File: src/rtl/lsf_pkg.sv
package lsf_pkg;

    typedef enum logic {
        ST_SEARCH = 1'b0,
        ST_LOCKED = 1'b1
    } sync_state_e;

    typedef struct packed {
        logic tick;
        logic good;
        logic stray;
    } win_report_t;

    function automatic int run_width(input int limit);
        return (limit < 1) ? 1 : $clog2(limit + 1);
    endfunction

endpackage

File: src/rtl/lsf_run_counter.sv
module lsf_run_counter #(
    parameter int LIMIT = 4
) (
    input  logic clk,
    input  logic rst,
    input  logic clr,
    input  logic inc,
    input  logic load_one,
    output logic reach
);
    import lsf_pkg::*;

    localparam int CW = run_width(LIMIT);
    localparam logic [CW-1:0] LAST_BEFORE = CW'(LIMIT - 1);
    localparam logic ONE_IS_LIMIT = (LIMIT == 1);

    logic [CW-1:0] run_q;

    always_ff @(posedge clk) begin
        if (rst || clr) begin
            run_q <= '0;
        end else if (load_one) begin
            run_q <= CW'(1);
        end else if (inc) begin
            run_q <= run_q + CW'(1);
        end
    end

    always_comb begin
        reach = 1'b0;
        if (!clr) begin
            if (load_one) begin
                reach = ONE_IS_LIMIT;
            end else if (inc && run_q == LAST_BEFORE) begin
                reach = 1'b1;
            end
        end
    end

endmodule

File: src/rtl/lsf_state_ctl.sv
module lsf_state_ctl (
    input  logic                 clk,
    input  logic                 rst,
    input  logic                 power_up,
    input  logic                 acq_hit,
    input  logic                 loss_hit,
    input  logic                 realign_now,
    output lsf_pkg::sync_state_e state,
    output logic                 sync_evt,
    output logic                 realign_req
);
    import lsf_pkg::*;

    sync_state_e state_q, state_d;
    logic        evt_q, realign_q;

    always_comb begin
        state_d = state_q;
        if (!power_up) begin
            state_d = ST_SEARCH;
        end else begin
            unique case (state_q)
                ST_SEARCH: if (acq_hit)  state_d = ST_LOCKED;
                ST_LOCKED: if (loss_hit) state_d = ST_SEARCH;
                default:                 state_d = ST_SEARCH;
            endcase
        end
    end

    always_ff @(posedge clk) begin
        if (rst) begin
            state_q   <= ST_SEARCH;
            evt_q     <= 1'b0;
            realign_q <= 1'b0;
        end else begin
            state_q   <= state_d;
            evt_q     <= (state_d != state_q);
            realign_q <= realign_now;
        end
    end

    assign state       = state_q;
    assign sync_evt    = evt_q;
    assign realign_req = realign_q;

endmodule

File: src/rtl/loop_sync_flywheel.sv
module loop_sync_flywheel #(
    parameter int ACQ_RUN  = 4,
    parameter int LOSS_RUN = 4
) (
    input  logic clk,
    input  logic rst,
    input  logic power_up,
    input  logic win_tick,
    input  logic win_good,
    input  logic stray_burst,
    output logic in_sync,
    output logic sync_evt,
    output logic realign_req
);
    import lsf_pkg::*;

    win_report_t rep;
    sync_state_e state;
    logic searching, locked;
    logic acq_clr, acq_inc, acq_load, acq_hit;
    logic loss_clr, loss_inc, loss_hit;

    assign rep = '{tick: win_tick, good: win_good, stray: stray_burst};

    assign searching = power_up && (state == ST_SEARCH);
    assign locked    = power_up && (state == ST_LOCKED);

    // Acquisition run: a stray burst takes precedence over a window report.
    always_comb begin
        acq_load = searching && rep.stray;
        acq_inc  = searching && !rep.stray && rep.tick && rep.good;
        acq_clr  = !searching || (!rep.stray && rep.tick && !rep.good);
    end

    // Loss run: only windows seen while locked count; strays are ignored.
    always_comb begin
        loss_inc = locked && rep.tick && !rep.good;
        loss_clr = !locked || (rep.tick && rep.good);
    end

    lsf_run_counter #(.LIMIT(ACQ_RUN)) u_acq_run (
        .clk      (clk),
        .rst      (rst),
        .clr      (acq_clr),
        .inc      (acq_inc),
        .load_one (acq_load),
        .reach    (acq_hit)
    );

    lsf_run_counter #(.LIMIT(LOSS_RUN)) u_loss_run (
        .clk      (clk),
        .rst      (rst),
        .clr      (loss_clr),
        .inc      (loss_inc),
        .load_one (1'b0),
        .reach    (loss_hit)
    );

    lsf_state_ctl u_ctl (
        .clk         (clk),
        .rst         (rst),
        .power_up    (power_up),
        .acq_hit     (acq_hit),
        .loss_hit    (loss_hit),
        .realign_now (acq_load),
        .state       (state),
        .sync_evt    (sync_evt),
        .realign_req (realign_req)
    );

    assign in_sync = (state == ST_LOCKED);

endmodule

File: config.mk
export PLATFORM = sky130hd
export DESIGN_NAME = loop_sync_flywheel
export DESIGN_NICKNAME = d
export VERILOG_FILES = /design/src/rtl/lsf_pkg.sv /design/src/rtl/lsf_run_counter.sv /design/src/rtl/lsf_state_ctl.sv /design/src/rtl/loop_sync_flywheel.sv
export SDC_FILE = /design/constraint.sdc
export NUM_CORES = 1
export LEC_CHECK = 0
export ABC_AREA = 0
export BUFFER_PORTS_ARGS = -buffer_cell sky130_fd_sc_hd__buf_4
export CORE_AREA = 2 2 39 41
export CTS_CLUSTER_DIAMETER = 200
export DETAILED_ROUTE_END_ITERATION = 7
export DIE_AREA = 0 0 41 43
export GPL_TIMING_DRIVEN = 0
export SYNTH_ARGS = -nofsm -noshare
export SYNTH_HDL_FRONTEND = slang
export SYNTH_SLANG_ARGS = --single-unit
File: constraint.sdc
create_clock -name clk -period 2.4 [get_ports clk]
set_input_delay 0.48 -clock clk [delete_from_list [all_inputs] [get_ports clk]]
set_output_delay 0.48 -clock clk [all_outputs]
set_load 0.01 [all_outputs]
==> results.md <==
* Core area at ~1400 sq um
* Internal at roughly 0.00023 W
* Post-synthesis adder-cell area fraction at 12.1%
* Sw Share at a little over a fifth
* Max Buffers Root-to-Sink at 2
* Simple-gate share of the synthesized area at 21.1%
* DRC at 0
* Pre-antenna DRT Iters at 4
* Reg clk slew, reported paths at 0.06 ns
* Global-route wire length before repair at between 1 and 1.5 mm
* Layout cells sized above 1 at 23.2%
* Total Routing Usage GR at under 10%
* Synth top area cells: dfxtp_1, ha_1, a21oi_1, nor2_1, a22oi_1
* Multiplexer share of the synthesized area at between 2 and 2.5%
* Seq/Total Area, Yosys at 43.5%
* WP data arrival at just under 0.9 ns
* Worst Skew at about 0.0036 ns
* Filler cell count in the final layout at 139
* Vias/cell at around 4.8
* Num CTS Buffers at 3
* DP HPWL at 554 microns
* Worst path slowest cell: dfxtp_1
* Hold Fails Final Rpt at 0
* Combinational power share at 7.5%
* Number of max-cap violations at 0
* Largest net degree at the start of global routing at 9
* Min cycle time layout at 1.37 ns
* Final TNS setup at 0 ns
* Power per cell area at roughly 550 nW/um^2
* Post-CTS sizing at 0
* Mapped Cells at 44
* Yosys cell types at 18
* Post-synth top area cell: dfxtp_1
* CTS hold repair buffers at 0
* Num rows at 14
* Root Driver: clkbuf_4
* Height of the die at approximately 43 microns
* VDD IR-drop max at around 0.00016 V
* CTS sink cnt at 9
* Avg Inst Size Synth at between 9 and 10 sq um
* F_max at 0.728 GHz
* Routability cong. at slightly below 0.7
* Routed len/inst at 10.2 microns
* Post-synthesis compound-gate area fraction at ~17%
* Initial Util at between 20% and 30%
* I/O Buffers at 8
* Setup violators final at 0
* Worst path cell trace: buf_4
* Post-DP Area at slightly below 500 sq um
* Routed Antenna Nets at 0
* Initial antenna violation count at 0
* Rel. slew slack at between 80% and 90%
* Layout area overhead at 25.7%
* Synthesis warning total at 0
* Xor/xnor cell area share of the yosys netlist at 0%
* Number of global-route vias before repair at 298
* Buf+Inv Stages, Crit Path at 1
* Measured slew at the worst slew-check pin at about 0.26 ns
* Clock Power Share at between 30 and 40%
* Sequential Power Share at between 50% and 60%
* Total gr overflow at 0
* Nets at 67
* Worst Setup Start Kind: flop
* Critical path class: reg2out
* Cell area after layout at 520 sq um
* Number of synthesized register bits at 9
* WL final at ~730 microns
* Net switching power at 0.0000629 W
* Proportion of netlist area held by the largest area contributor at 43.5%
* Leak at between 0.2 and 0.25 nW
* Chip width at 41 microns
* Slew Limit Fails at 0
* Crit. End Element: primary output
* Post-Synthesis Cell Area at between 400 and 500 sq um
* CP Max Fanout at 8
* CP peak stage delay at around 0.46 ns
* Area of the multi-input gates at approximately 220 sq um
* Mapped Nets at 54
* Initial DRC Count at 3
* Fin Hold WS at 0.389 ns
* Via Count at approximately 350
* Largest family of logic cells by synthesized area: simple AND/OR/NAND/NOR gates
* Clk_lat worst skew at 0.25 ns
* Status: completed
* Top delay family on crit path: flip-flops
* H-tree depth at 1
* Die area at 1760 sq um
* Tcrit/Tclk final at 57.3%
* Unrepaired setup endpoints after global routing: false
* CTS tree: built
* FF/Latch Area at 180 sq um
* Post-CTS Setup Bufs at 0
* IO Count at 9
* CP required at approximately 1.9 ns
* Hold/Removal Path Class: in2reg
* Antenna cells at 0
layout make-up:
cell class	instances	area share (%)
multi-input cells	31	42.1
flip-flops and latches	9	34.6
repair buffers	8	11.5
clock buffers	4	5.05
well taps	16	3.85
inverters	4	2.88
flip-flops by register name, summed over array words and instances (netlist names):
name,count
u_acq_run.run_q,3
u_ctl.realign_req,1
u_ctl.state,1
u_ctl.sync_evt,1
u_loss_run.run_q,3
metrics by stage:
| step | util, % | power [W] | cells | setup slack (ns) |
|---|---|---|---|---|
| after floorplan | - | 0.000164 | 44 | 1.22 |
| after global placement | 35.7 | 0.000177 | 68 | 1.09 |
| after detailed placement | 35.7 | 0.000177 | 68 | 1.08 |
| after CTS | 37.6 | 0.000294 | 72 | 1.02 |
| after global routing | 37.6 | 0.000302 | 72 | 0.986 |
| final | 37.6 | 0.000289 | 72 | 1.03 |
metal layers:
layer	vias up	track usage, %	wire (microns)
li1	179	-	-
met1	157	10.4	351
met2	11	14.7	322
met3	2	3.14	49
met4	0	8.00	10
met5	-	0	0
power groups by stage:
stage / logic (W) / registers (W) / clock network, W
global placement: 0.0000215 / 0.000155 / 0
detailed placement: 0.0000218 / 0.000155 / 0
floorplan: 0.00000859 / 0.000156 / 0
CTS: 0.0000221 / 0.000152 / 0.000120
finish: 0.0000216 / 0.000152 / 0.000115
global route: 0.0000236 / 0.000152 / 0.000126
cells in the final DEF (no fill, tap or decap), types with 2 or more instances in the layout:
cell type / Yosys / routed
dfxtp_1: 9 / 9
buf_4: 0 / 8
a21oi_1: 5 / 5
nor2_1: 5 / 5
inv_1: 4 / 4
ha_1: 4 / 4
nand2_1: 3 / 3
clkbuf_4: 0 / 3
nand3b_1: 2 / 2
a22oi_1: 2 / 2
logic make-up (layout without fill, tap and decap cells):
| group | after synthesis | count (layout) |
|---|---|---|
| compound gates | 10 | 10 |
| fa+ha+maj | 4 | 4 |
| simple gates | 16 | 16 |
| flops | 9 | 9 |
| mux | 1 | 1 |
| buf+inv | 4 | 16 |
path summary, 6_finish.rpt:
path / from / endpoint / slack, ns / depth (start not counted)
worst max-delay path: u_ctl.state / in_sync / 1.03 / 1
worst min-delay path: rst / u_ctl.sync_evt / 0.39 / 2
worst max register to register: u_acq_run.run_q[0] / u_ctl.sync_evt / 1.15 / 5
worst min register to register: u_acq_run.run_q[2] / u_acq_run.run_q[2] / 0.46 / 2
synthesized netlist by cell type:
cell type  number
nand3b_1        2
a22oi_1         2
and4b_1         1
and2_1          1
inv_1           4
a311oi_2        1
mux2i_1         1
nand3_1         1
o21a_1          1
nand2b_1        1
and2b_2         1
or3_1           1
dfxtp_1         9
ha_1            4
a311oi_1        1
nand2_1         3
a21oi_1         5
nor2_1          5
Power figures use the tool's default switching activity.
